===== config.mk =====
export PLATFORM = sky130hd
export DESIGN_NAME = tmr_host_if
export DESIGN_NICKNAME = d
export VERILOG_FILES = /design/src/rtl/tmr_pkg.sv /design/src/rtl/tmr_ctl_dec.sv /design/src/rtl/tmr_chan.sv /design/src/rtl/tmr_host_if.sv
export SDC_FILE = /design/constraint.sdc
export NUM_CORES = 1
export LEC_CHECK = 0
export BUFFER_PORTS_ARGS = -buffer_cell sky130_fd_sc_hd__buf_2
export CORE_ASPECT_RATIO = 0.6
export CORE_MARGIN = 2
export CORE_UTILIZATION = 55
export DETAILED_ROUTE_END_ITERATION = 8
export PLACE_DENSITY = 0.78
export SETUP_SLACK_MARGIN = 0.3
export SYNTH_ARGS = -nofsm -noshare
export SYNTH_HDL_FRONTEND = slang
export SYNTH_HIERARCHICAL = 1
export SYNTH_SLANG_ARGS = --single-unit
export TNS_END_PERCENT = 10

===== constraint.sdc =====
create_clock -name clk -period 2.9 [get_ports clk]
set_input_delay 0.29 -clock clk [delete_from_list [all_inputs] [get_ports clk]]
set_output_delay 0.29 -clock clk [all_outputs]
set_load 0.01 [all_outputs]

===== src/rtl/tmr_pkg.sv =====
package tmr_pkg;
    timeunit 1ns;
    timeprecision 1ps;

    typedef enum logic [1:0] {
        ACC_LATCH = 2'b00,
        ACC_LO    = 2'b01,
        ACC_HI    = 2'b10,
        ACC_PAIR  = 2'b11
    } acc_e;

    typedef struct packed {
        acc_e       acc;
        logic [2:0] mode;
        logic       bcd;
    } cfg_t;

    localparam logic [1:0] SEL_READBACK = 2'b11;
endpackage


===== src/rtl/tmr_ctl_dec.sv =====
module tmr_ctl_dec
    import tmr_pkg::*;
#(
    parameter int NCNT = 3,
    parameter int AW   = 2
) (
    input  logic            wr,
    input  logic [AW-1:0]   addr,
    input  logic [7:0]      wdata,
    output logic [NCNT-1:0] cfg_we,
    output cfg_t            cfg_new,
    output logic [NCNT-1:0] lat_cnt,
    output logic [NCNT-1:0] lat_st
);
    timeunit 1ns;
    timeprecision 1ps;

    logic       ctl_hit;
    logic       is_rb;
    logic [1:0] sel;
    logic [1:0] rwf;

    assign ctl_hit = wr && (addr == AW'(NCNT));
    assign sel     = wdata[7:6];
    assign rwf     = wdata[5:4];
    assign is_rb   = (sel == SEL_READBACK);
    assign cfg_new = '{acc: acc_e'(rwf), mode: wdata[3:1], bcd: wdata[0]};

    for (genvar i = 0; i < NCNT; i++) begin : g_dec
        logic hit_one;
        logic rb_pick;
        assign hit_one    = ctl_hit && !is_rb && (sel == 2'(i));
        assign rb_pick    = ctl_hit && is_rb && wdata[1+i];
        assign cfg_we[i]  = hit_one && (rwf != 2'b00);
        assign lat_cnt[i] = (hit_one && (rwf == 2'b00)) || (rb_pick && !wdata[5]);
        assign lat_st[i]  = rb_pick && !wdata[4];
    end
endmodule


===== src/rtl/tmr_chan.sv =====
module tmr_chan
    import tmr_pkg::*;
#(
    parameter  int DW = 8,
    localparam int CW = 2 * DW
) (
    input  logic          clk,
    input  logic          rst_n,
    input  logic          cfg_we,
    input  cfg_t          cfg_new,
    input  logic          lat_cnt,
    input  logic          lat_st,
    input  logic          wr_hit,
    input  logic          rd_hit,
    input  logic [DW-1:0] wdata,
    input  logic [CW-1:0] live,
    input  logic          out_pin,
    input  logic          xfer_done,
    output logic [DW-1:0] rbyte,
    output logic          ld_stb,
    output logic [CW-1:0] ld_val,
    output cfg_t          cfg_cur
);
    timeunit 1ns;
    timeprecision 1ps;

    typedef struct packed {
        cfg_t          cfg;
        logic          wtog;
        logic          rtog;
        logic [DW-1:0] lsb;
        logic          nul;
        logic          cl;
        logic [CW-1:0] hold;
        logic          sl;
        logic [DW-1:0] stat;
        logic          stb;
        logic [CW-1:0] ldv;
    } chan_st_t;

    chan_st_t st_d, st_q;
    logic [CW-1:0] src;
    logic [DW-1:0] stat_now;

    assign src      = st_q.cl ? st_q.hold : live;
    assign stat_now = DW'({out_pin, st_q.nul, st_q.cfg.acc, st_q.cfg.mode, st_q.cfg.bcd});

    always_comb begin
        if (st_q.sl) begin
            rbyte = st_q.stat;
        end else begin
            unique case (st_q.cfg.acc)
                ACC_HI:   rbyte = src[CW-1:DW];
                ACC_PAIR: rbyte = st_q.rtog ? src[CW-1:DW] : src[DW-1:0];
                default:  rbyte = src[DW-1:0];
            endcase
        end
    end

    always_comb begin
        st_d     = st_q;
        st_d.stb = 1'b0;
        if (xfer_done) st_d.nul = 1'b0;

        if (rd_hit) begin
            if (st_q.sl) begin
                st_d.sl = 1'b0;
            end else if (st_q.cfg.acc == ACC_PAIR) begin
                st_d.rtog = !st_q.rtog;
                if (st_q.rtog) st_d.cl = 1'b0;
            end else begin
                st_d.cl = 1'b0;
            end
        end

        if (wr_hit) begin
            unique case (st_q.cfg.acc)
                ACC_HI: begin
                    st_d.ldv = {wdata, {DW{1'b0}}};
                    st_d.stb = 1'b1;
                end
                ACC_PAIR: begin
                    if (!st_q.wtog) begin
                        st_d.lsb  = wdata;
                        st_d.wtog = 1'b1;
                    end else begin
                        st_d.ldv  = {wdata, st_q.lsb};
                        st_d.stb  = 1'b1;
                        st_d.wtog = 1'b0;
                    end
                end
                default: begin
                    st_d.ldv = {{DW{1'b0}}, wdata};
                    st_d.stb = 1'b1;
                end
            endcase
        end
        if (st_d.stb) st_d.nul = 1'b1;

        if (lat_cnt && !st_q.cl) begin
            st_d.cl   = 1'b1;
            st_d.hold = live;
        end
        if (lat_st && !st_q.sl) begin
            st_d.sl   = 1'b1;
            st_d.stat = stat_now;
        end

        if (cfg_we) begin
            st_d.cfg  = cfg_new;
            st_d.wtog = 1'b0;
            st_d.rtog = 1'b0;
            st_d.nul  = 1'b1;
        end
    end

    always_ff @(posedge clk or negedge rst_n) begin
        if (!rst_n) begin
            st_q         <= '0;
            st_q.cfg.acc <= ACC_LO;
        end else begin
            st_q <= st_d;
        end
    end

    assign ld_stb  = st_q.stb;
    assign ld_val  = st_q.ldv;
    assign cfg_cur = st_q.cfg;

    assert_stb_after_write_R2: assert property (@(posedge clk) disable iff (!rst_n)
        st_q.stb |-> $past(wr_hit));
    assert_pair_second_byte_R4: assert property (@(posedge clk) disable iff (!rst_n)
        (st_q.stb && st_q.cfg.acc == ACC_PAIR) |-> $past(st_q.wtog));
    assert_hold_frozen_R7: assert property (@(posedge clk) disable iff (!rst_n)
        (st_q.cl && $past(st_q.cl)) |-> $stable(st_q.hold));
    assert_relatch_ignored_R8: assert property (@(posedge clk) disable iff (!rst_n)
        (lat_st && st_q.sl) |=> $stable(st_q.stat));
    assert_status_before_count_R10: assert property (@(posedge clk) disable iff (!rst_n)
        (rd_hit && st_q.sl && st_q.cl) |=> st_q.cl);
    assert_null_after_cfg_R11: assert property (@(posedge clk) disable iff (!rst_n)
        $past(cfg_we) |-> st_q.nul);
endmodule


===== src/rtl/tmr_host_if.sv =====
module tmr_host_if
    import tmr_pkg::*;
#(
    parameter  int NCNT = 3,
    parameter  int DW   = 8,
    localparam int CW   = 2 * DW,
    localparam int AW   = $clog2(NCNT + 1)
) (
    input  logic                     clk,
    input  logic                     rst_n,
    input  logic [AW-1:0]            addr,
    input  logic [DW-1:0]            wdata,
    input  logic                     wr,
    input  logic                     rd,
    input  logic [NCNT-1:0][CW-1:0]  live_cnt,
    input  logic [NCNT-1:0]          out_pin,
    input  logic [NCNT-1:0]          xfer_done,
    output logic [DW-1:0]            rdata,
    output logic [NCNT-1:0]          ld_stb,
    output logic [NCNT-1:0][CW-1:0]  ld_val,
    output logic [NCNT-1:0][2:0]     mode,
    output logic [NCNT-1:0][1:0]     acc
);
    timeunit 1ns;
    timeprecision 1ps;

    logic [NCNT-1:0]         cfg_we, lat_cnt, lat_st, wr_hit, rd_hit;
    logic [NCNT-1:0][DW-1:0] rbyte;
    cfg_t                    cfg_new;
    logic [DW-1:0]           rdata_d, rdata_q;

    tmr_ctl_dec #(.NCNT(NCNT), .AW(AW)) u_dec (
        .wr      (wr),
        .addr    (addr),
        .wdata   (wdata),
        .cfg_we  (cfg_we),
        .cfg_new (cfg_new),
        .lat_cnt (lat_cnt),
        .lat_st  (lat_st)
    );

    for (genvar i = 0; i < NCNT; i++) begin : g_ch
        cfg_t cfg_cur;
        assign wr_hit[i] = wr && (addr == AW'(i));
        assign rd_hit[i] = rd && (addr == AW'(i));
        tmr_chan #(.DW(DW)) u_chan (
            .clk       (clk),
            .rst_n     (rst_n),
            .cfg_we    (cfg_we[i]),
            .cfg_new   (cfg_new),
            .lat_cnt   (lat_cnt[i]),
            .lat_st    (lat_st[i]),
            .wr_hit    (wr_hit[i]),
            .rd_hit    (rd_hit[i]),
            .wdata     (wdata),
            .live      (live_cnt[i]),
            .out_pin   (out_pin[i]),
            .xfer_done (xfer_done[i]),
            .rbyte     (rbyte[i]),
            .ld_stb    (ld_stb[i]),
            .ld_val    (ld_val[i]),
            .cfg_cur   (cfg_cur)
        );
        assign mode[i] = cfg_cur.mode;
        assign acc[i]  = cfg_cur.acc;
    end

    always_comb begin
        rdata_d = rdata_q;
        if (rd) begin
            rdata_d = '0;
            for (int i = 0; i < NCNT; i++) begin
                if (rd_hit[i]) rdata_d = rbyte[i];
            end
        end
    end

    always_ff @(posedge clk or negedge rst_n) begin
        if (!rst_n) rdata_q <= '0;
        else        rdata_q <= rdata_d;
    end

    assign rdata = rdata_q;

    assert_ctl_read_zero_R6: assert property (@(posedge clk) disable iff (!rst_n)
        (rd && addr == AW'(NCNT)) |=> (rdata == '0));
endmodule


# Word-level counts from Yosys, hierarchy flattened
# Index checks and enable logic that the tools add are counted.
# W data, S select, Z words.
# classes
eq_ne	24
reduce_logical	85
mux	75
bitwise	3
# op_table
cell	n
$mux W17	9
$pmux W17 S2	3
$mux W8	9
$mux W16	3
$pmux W8 S2	3
$mux W1	42
$logic_and A1 B1 Y1	33
$reduce_bool A2 Y1	16
$mux W9	3
$reduce_and A3 Y1	9
$eq A2 B2 Y1 const B	10
$logic_not A1 Y1	12
$ne A2 B1 Y1 const B	6
$reduce_and A2 Y1	6
$ne A3 B2 Y1 const B	3
$reduce_bool A3 Y1	3
$logic_not A2 Y1	3
$mux W2	3
$ne A2 B2 Y1 const B	3
$eq A2 B1 Y1 const B	2
$logic_or A1 B1 Y1	3
$not A1 Y1	3
# word_totals
out_inout_bits	74
word_cells	227
reg_bits	188

# Longest topological paths before layout
# Gate-level depths: netlist (run 1).
# depth
word_depth	9
ltp_mapped	7
ltp_nobuf	5

# Cells and area by module
# Netlist (run 1), hierarchy kept.
# by_module_without_submodules
module	n_inst	seq_area_each_um2	area_each_um2	cells_per_inst
tmr_chan	3	1502.7	2911.5	234
tmr_host_if	1	200.2	589.3	53
tmr_ctl_dec	1	0.0	183.9	29

# Worst setup path before layout (run 1)
# OpenSTA, ideal clock, no wires.
# synth_timing
path_type	input-to-reg
startpoint	input addr[1]
endpoint	register g_ch[0].u_chan/st_q[44] (netlist bit)
slack_ns	1.192
cell_stages	6
arrival_time_ns	1.583
n_path_buf	2
path_cell_list	buf_2 -> nor3b_1 -> nand3_1 -> nand2b_1 -> buf_2 -> mux2_2
# synth_via
elab_chain_cells	3
# synth_lines
element	line_no	source
from (decl)	tmr_host_if.sv:11	input logic [AW-1:0] addr,
$logic_not A2 Y1	tmr_host_if.sv:44	assign wr_hit[i] = wr && (addr == AW'(i));
$logic_and A1 B1 Y1	tmr_host_if.sv:44	
via wr_hit[0]	tmr_host_if.sv:27	logic [NCNT-1:0] cfg_we, lat_cnt, lat_st, wr_hit, rd_hit;
$reduce_and A3 Y1 (no source line)	n/a	
to (signal assigned)	tmr_chan.sv:122	st_q <= st_d;
to (decl)	tmr_chan.sv:41	chan_st_t st_d, st_q;
# The timed path passes the listed nets, and every way through them passes these cells.
# A chain may end at the register's enable or synchronous reset.

==> metrics, run 1 <==
outcome finished, final reports clean; post-layout min period between 2 and 2.5 ns; PwrDens about 790 nW/um2; Arrival @ worst endpoint 2.58 ns; Iter 0 DRT Violations 440; syn_nets 849; CTS Buffer Depth 2; internal power between 5000 and 6000 uW; clk root buf clkbuf_16; core area between 15,000 and 20,000 um2; initial core utilization 0.5583; GRT Total Usage 0.2397; Final Hold Vio Count 0; Cell Area, Synth 9485 um2; Initial DRT Pass Iterations 5; Leak Pwr 0.005040 uW; number of max-cap violations 0; DP Area 9807 um2; vias in the first global route 6,274; max_slew headroom 0.4594; Layout Nets about 910; Final GP Congestion 0.8486; design area around 10,000 um2; layout cells sized above 1 0.4042; Req. time, crit path 3.18 ns; Comb pwr share 0.244; antenna cells 0; Cells after DPL 1,057; CTS tree done; DR vias 6,322; RSZ-0062 raised after global routing no; Max FO, Critical Path 19; Syn-to-layout area delta 10.04%; CTS clk-pin slew, worst paths 0.07 ns; clk sinks 188; IO Port Bufs roughly 140; die footprint 18,350 um2; element type at the critical path end register; Tcrit/Tclk final 0.7925; CTS Buf Count 17; dpl hpwl 14,770 um; Net Sw Frac 0.3264; Min Hold Slack about 0.1 ns; syn_area_per_cell 12.15 um2; site row count 37; Sw Pwr 2684 uW; first-pass GRT wire length roughly 34,000 um; Final setup viols 0; largest net degree at the start of global routing 82; Gate Count Post-Synth just under 800; grt total ovfl 0; Post-Route Skew 0.01643 ns; dpl ws approximately 0.57 ns; final WL 21,440 um; Die W around 170 um; VDD IR-drop max 0.3998 mV; CTS H-tree depth 4; critical path class register to register; f_max roughly 440 MHz; antenna viol nets, final 0; Cell Count, Final, Fillers Out approximately 1,100; CP Launch Type register; wire per inst 19.67 um; Worst-Skew Late Latency 0.43 ns; Max Slew Vio Count 0; Flop pwr share 0.463; total negative slack 0 ns; IO Count 142; Ys Warns 6; Clk pwr share 0.294; fin worst setup slack between 0.6 and 0.7 ns; slew of the pin with the lowest slew margin around 0.81 ns; Hold Path Class input pin to register; Via density ~5.8; Die Height 105.7 um; initial antenna violation count 0; DRC viols 0
[worst max-delay path: stages (launching register included)]
cell	delay, ns
dfrtp_1	0.85
buf_4	0.28
and2b_1	0.19
a221oi_1	0.22
o31ai_1	0.14
mux2i_1	0.35
o221ai_2	0.13
[state kept, by name (all words and copies together) (netlist names)]
name and cells:
g_ch.u_chan/cfg_cur 18, g_ch.u_chan/ld_stb 3, g_ch.u_chan/ld_val 48, rdata 8, g_ch.u_chan/st_q 111
[metrics by stage]
stage	utilization	total power, uW
6_report	0.6143	8223
5_1_grt	0.6143	8646
4_1_cts	0.6143	8256
3_5_place_dp	0.5772	5834
3_3_place_gp	0.5772	5753
2_1_floorplan	-	5394
[path summary, 6_finish.rpt]
kind	startpoint	to	slack (ns)	depth (start not counted)
worst max-delay path	g_ch[1].u_chan/st_q[42]	rdata[7]	0.60	6
worst max register to register	g_ch[1].u_chan/st_q[42]	rdata[7]	0.60	6
worst min-delay path	out_pin[2]	g_ch[2].u_chan/st_q[24]	0.1	2
max in group asynchronous	rst_n	g_ch[0].u_chan/ld_val[1]	1.61	3
worst min register to register	g_ch[2].u_chan/ld_val[1]	g_ch[2].u_chan/ld_val[1]	0.50	1
min in group asynchronous	rst_n	g_ch[1].u_chan/st_q[30]	0.44	2
[area by class of cell]
class                   instances  area, um2
clock buffers                  17      425.4
clock inverters                15      195.2
fillers                      1351       6553
inverters                      25      93.84
multi-input cells             448       3827
flip-flops and latches        188       4708
well taps                     234      292.8
repair buffers                163      894.6
[what timing repair did]
item	4_1_cts	5_1_grt
hold endpoints to repair	76	0
hold buffers	1	0
setup buffers	0	0
gates resized for setup	0	0
[power groups by stage]
stage | logic [uW] | registers [uW] | clock network (uW)
floorplan | 1770 | 3630 | 0
global placement | 1940 | 3820 | 0
detailed placement | 1990 | 3840 | 0
CTS | 2010 | 3800 | 2450
global route | 2180 | 3900 | 2560
finish | 2000 | 3800 | 2410
[routing by layer]
layer	routed length [um]	vias up	GRT usage
li1	-	2897	-
met1	10610	3222	0.3602
met2	9457	184	0.3560
met3	1154	19	0.04870
met4	221	0	0.06053
met5	0	-	0
[cells in the final DEF, fill, tap and decap left out, types with 2 or more instances in the layout]
cell type,instances
a2111oi_2,2
a21bo_2,3
a21oi_1,12
a221oi_1,24
a22o_1,48
and2b_1,3
and3_1,27
and3b_1,4
buf_2,140
buf_4,20
clkbuf_16,17
clkinv_1,3
clkinv_4,3
clkinv_8,4
dfrtp_1,185
dfstp_2,3
inv_1,22
inv_6,2
inv_8,5
mux2_2,135
mux2i_1,32
nand2_1,41
nand2b_1,10
nand3_1,5
nand4b_1,11
nor2_1,6
nor2b_1,27
nor3_1,6
nor3b_1,2
o21ai_0,6
o21ai_4,3
o221ai_1,2
o221ai_2,6
o31ai_1,24
or2_1,2
xor2_1,3
(Power assumes the default switching activity.)
==> run 2, diff against run 1 <==
--- a/config.mk
+++ b/config.mk
@@ -5,12 +5,13 @@
 export SDC_FILE = /design/constraint.sdc
 export NUM_CORES = 1
 export LEC_CHECK = 0
+export ABC_AREA = 1
 export BUFFER_PORTS_ARGS = -buffer_cell sky130_fd_sc_hd__buf_2
 export CORE_ASPECT_RATIO = 0.6
 export CORE_MARGIN = 2
-export CORE_UTILIZATION = 55
+export CORE_UTILIZATION = 52
 export DETAILED_ROUTE_END_ITERATION = 8
-export PLACE_DENSITY = 0.78
+export PLACE_DENSITY = 0.77
 export SETUP_SLACK_MARGIN = 0.3
 export SYNTH_ARGS = -nofsm -noshare
 export SYNTH_HDL_FRONTEND = slang
==> constraint.sdc (replaced) <==
create_clock -name clk -period 2.05 [get_ports clk]
set_input_delay 0.205 -clock clk [delete_from_list [all_inputs] [get_ports clk]]
set_output_delay 0.205 -clock clk [all_outputs]
set_load 0.01 [all_outputs]
==> metrics, run 2 <==
outcome finished, final reports clean; total negative slack 0 ns (unchanged); vias in the first global route 7,711 (+23%); grt total ovfl 0 (unchanged); CTS Buf Count 17 (unchanged); CTS Buffer Depth 2 (unchanged); Max FO, Critical Path 8 (-11); Slowest-stage cell, CP dfstp_2; clk root buf clkbuf_16; Gate Count Post-Synth 1,281 (+64%); initial antenna violation count 0 (unchanged); DRC viols 0 (unchanged); antenna cells 0 (unchanged); Cell Area, Synth 9990 um2 (+5.3%); RSZ-0062 raised after global routing no; Final setup viols 0 (unchanged); Iter 0 DRT Violations 657 (+49%); Worst Hold Depth 3 (+1); post-layout min period 1.620 ns (-0.6786 ns); R2R depth 7 (+1); CTS resizes 0 (unchanged); fill count 1,728 (+28%); Req. time, crit path 2.36 ns (-0.82 ns); number of max-cap violations 0 (unchanged); antenna viol nets, final 0 (unchanged); Initial DRT Pass Iterations 5 (unchanged); CTS clk-pin slew, worst paths 0.07 ns (about the same); Cells after DPL 1,569 (+48%); site row count 39 (+5.4%); Leak Pwr 0.005900 uW (+17%); max incr delay on CP 0.59 ns (-0.26 ns); number of flip-flops in the largest register 111 (unchanged); Final Hold Vio Count 0 (unchanged); Post-Route Skew 0.01041 ns (-0.006023 ns); slew of the pin with the lowest slew margin 0.6238 ns (-0.1871 ns); IO Port Bufs 141 (unchanged); CTS H-tree depth 4 (unchanged); IO Count 142 (unchanged); Max Slew Vio Count 0 (unchanged); wire per inst 15.32 um (-22%); max_slew headroom 0.5809 (+0.1216); Worst-Skew Late Latency 0.44 ns (about the same); Cell Count, Final, Fillers Out 1,606 (+47%); PwrDens 1153 nW/um2 (+46%); CP Cell Sequence inv_2, o21ai_2, nand2_1, nand3_1, nand2_1, nand4_1, nand4_1; DR vias 8,204 (+30%); layout cells sized above 1 0.2125 (-0.1917); Via density 5.108 (-12%); Arrival @ worst endpoint 1.93 ns (-0.65 ns); f_max 617.4 MHz (+42%); CP Launch Type register; final WL 24,600 um (+15%); core area 18,930 um2 (+11%); clk sinks 188 (unchanged); Die W 182.9 um (+5.4%); critical path class register to register; initial core utilization 0.5276 (-0.03066); largest net degree at the start of global routing 58 (-29%); setup bufs post-CTS 0 (unchanged); Ys Warns 6 (unchanged); syn_nets 1,349 (+59%); Final GP Congestion 0.9334 (+10%); Hold Path Class input pin to register; VDD IR-drop max 0.7290 mV (+82%); CTS tree done; commonest non-fill, non-tap cell in the layout nand2_1; first-pass GRT wire length 40,170 um (+17%); Die Height 111.4 um (+5.3%); GRT Total Usage 0.2520 (+0.01229); dpl hpwl 17,590 um (+19%); Tcrit/Tclk final 0.7901 (-0.002424); most frequent cells in the layout nand2_1 (364), inv_1 (186), dfrtp_1 (185); Largest Register g_ch.u_chan/st_q; Syn-to-layout area delta 10.55%; syn_area_per_cell 7.798 um2 (-36%); die footprint 20,370 um2 (+11%); Layout Nets 1,415 (+55%); element type at the critical path end register
==> run 2: cell type report <==
type | instances | area, um2 | share of cell area
inverter | 216 | 818.3 | 0.07410
timing repair buffer | 171 | 1027 | 0.09302
clock buffer | 21 | 440.4 | 0.03988
clock inverter | 11 | 133.9 | 0.01212
multi-input combinational | 753 | 3607 | 0.3266
tap | 246 | 307.8 | 0.02787
sequential | 188 | 4708 | 0.4264
==> run 2: worst paths after layout <==
path / startpoint / end / slack [ns]
max in group asynchronous: rst_n / g_ch[2].u_chan/cfg_cur[4] / 1.04
min: live_cnt[46] / g_ch[2].u_chan/st_q[40] / 0.01
max: g_ch[1].u_chan/cfg_cur[4] / rdata[5] / 0.43
max reg2reg: g_ch[1].u_chan/cfg_cur[4] / rdata[5] / 0.43
min in group asynchronous: rst_n / g_ch[2].u_chan/st_q[19] / 0.30
min reg2reg: g_ch[0].u_chan/st_q[46] / g_ch[0].u_chan/st_q[46] / 0.48
==> run 2: metal layers <==
metal	vias to the layer above	share of wire	wire length (um)	global-route usage
li1	4067	-	-	-
met1	3838	0.49	12140	0.3857
met2	269	0.42	10330	0.3591
met3	30	0.072	1778	0.06117
met4	0	0.014	348	0.06400
met5	-	0	0	0
==> run 2: critical path: cells and delay by family, from the launching register on <==
family / cells / cell delay [ns]
AO/OA/AOI/OAI: 1 / 0.35
buffers and inverters: 1 / 0.06
flip-flops: 1 / 0.59
AND/OR/NAND/NOR: 5 / 0.49
==> run 2: through the flow <==
stage	hold WS (ns)	instance area [um2]	worst slack [ns]	utilization	power, uW
after detailed placement	0.1979	10420	0.2652	0.5503	9410
after global routing	0.01346	11040	0.3187	0.5833	13570
final	0.01441	11040	0.4303	0.5833	12730
after global placement	0.1958	10420	0.3688	0.5503	9270
after floorplan	-0.09059	9990	0.5472	-	8652
after CTS	0.003356	11040	0.4625	0.5833	12780
==> run 2: power breakdown <==
part	total [uW]	internal, uW	switching, uW
registers	5580	4790	790
clock network	3320	1830	1500
logic	3830	1480	2350
==> run 2: what timing repair did <==
item	in CTS	in global routing
hold buffers	5	0
endpoints found under the hold margin	52	0
endpoints found under the setup margin	0	0
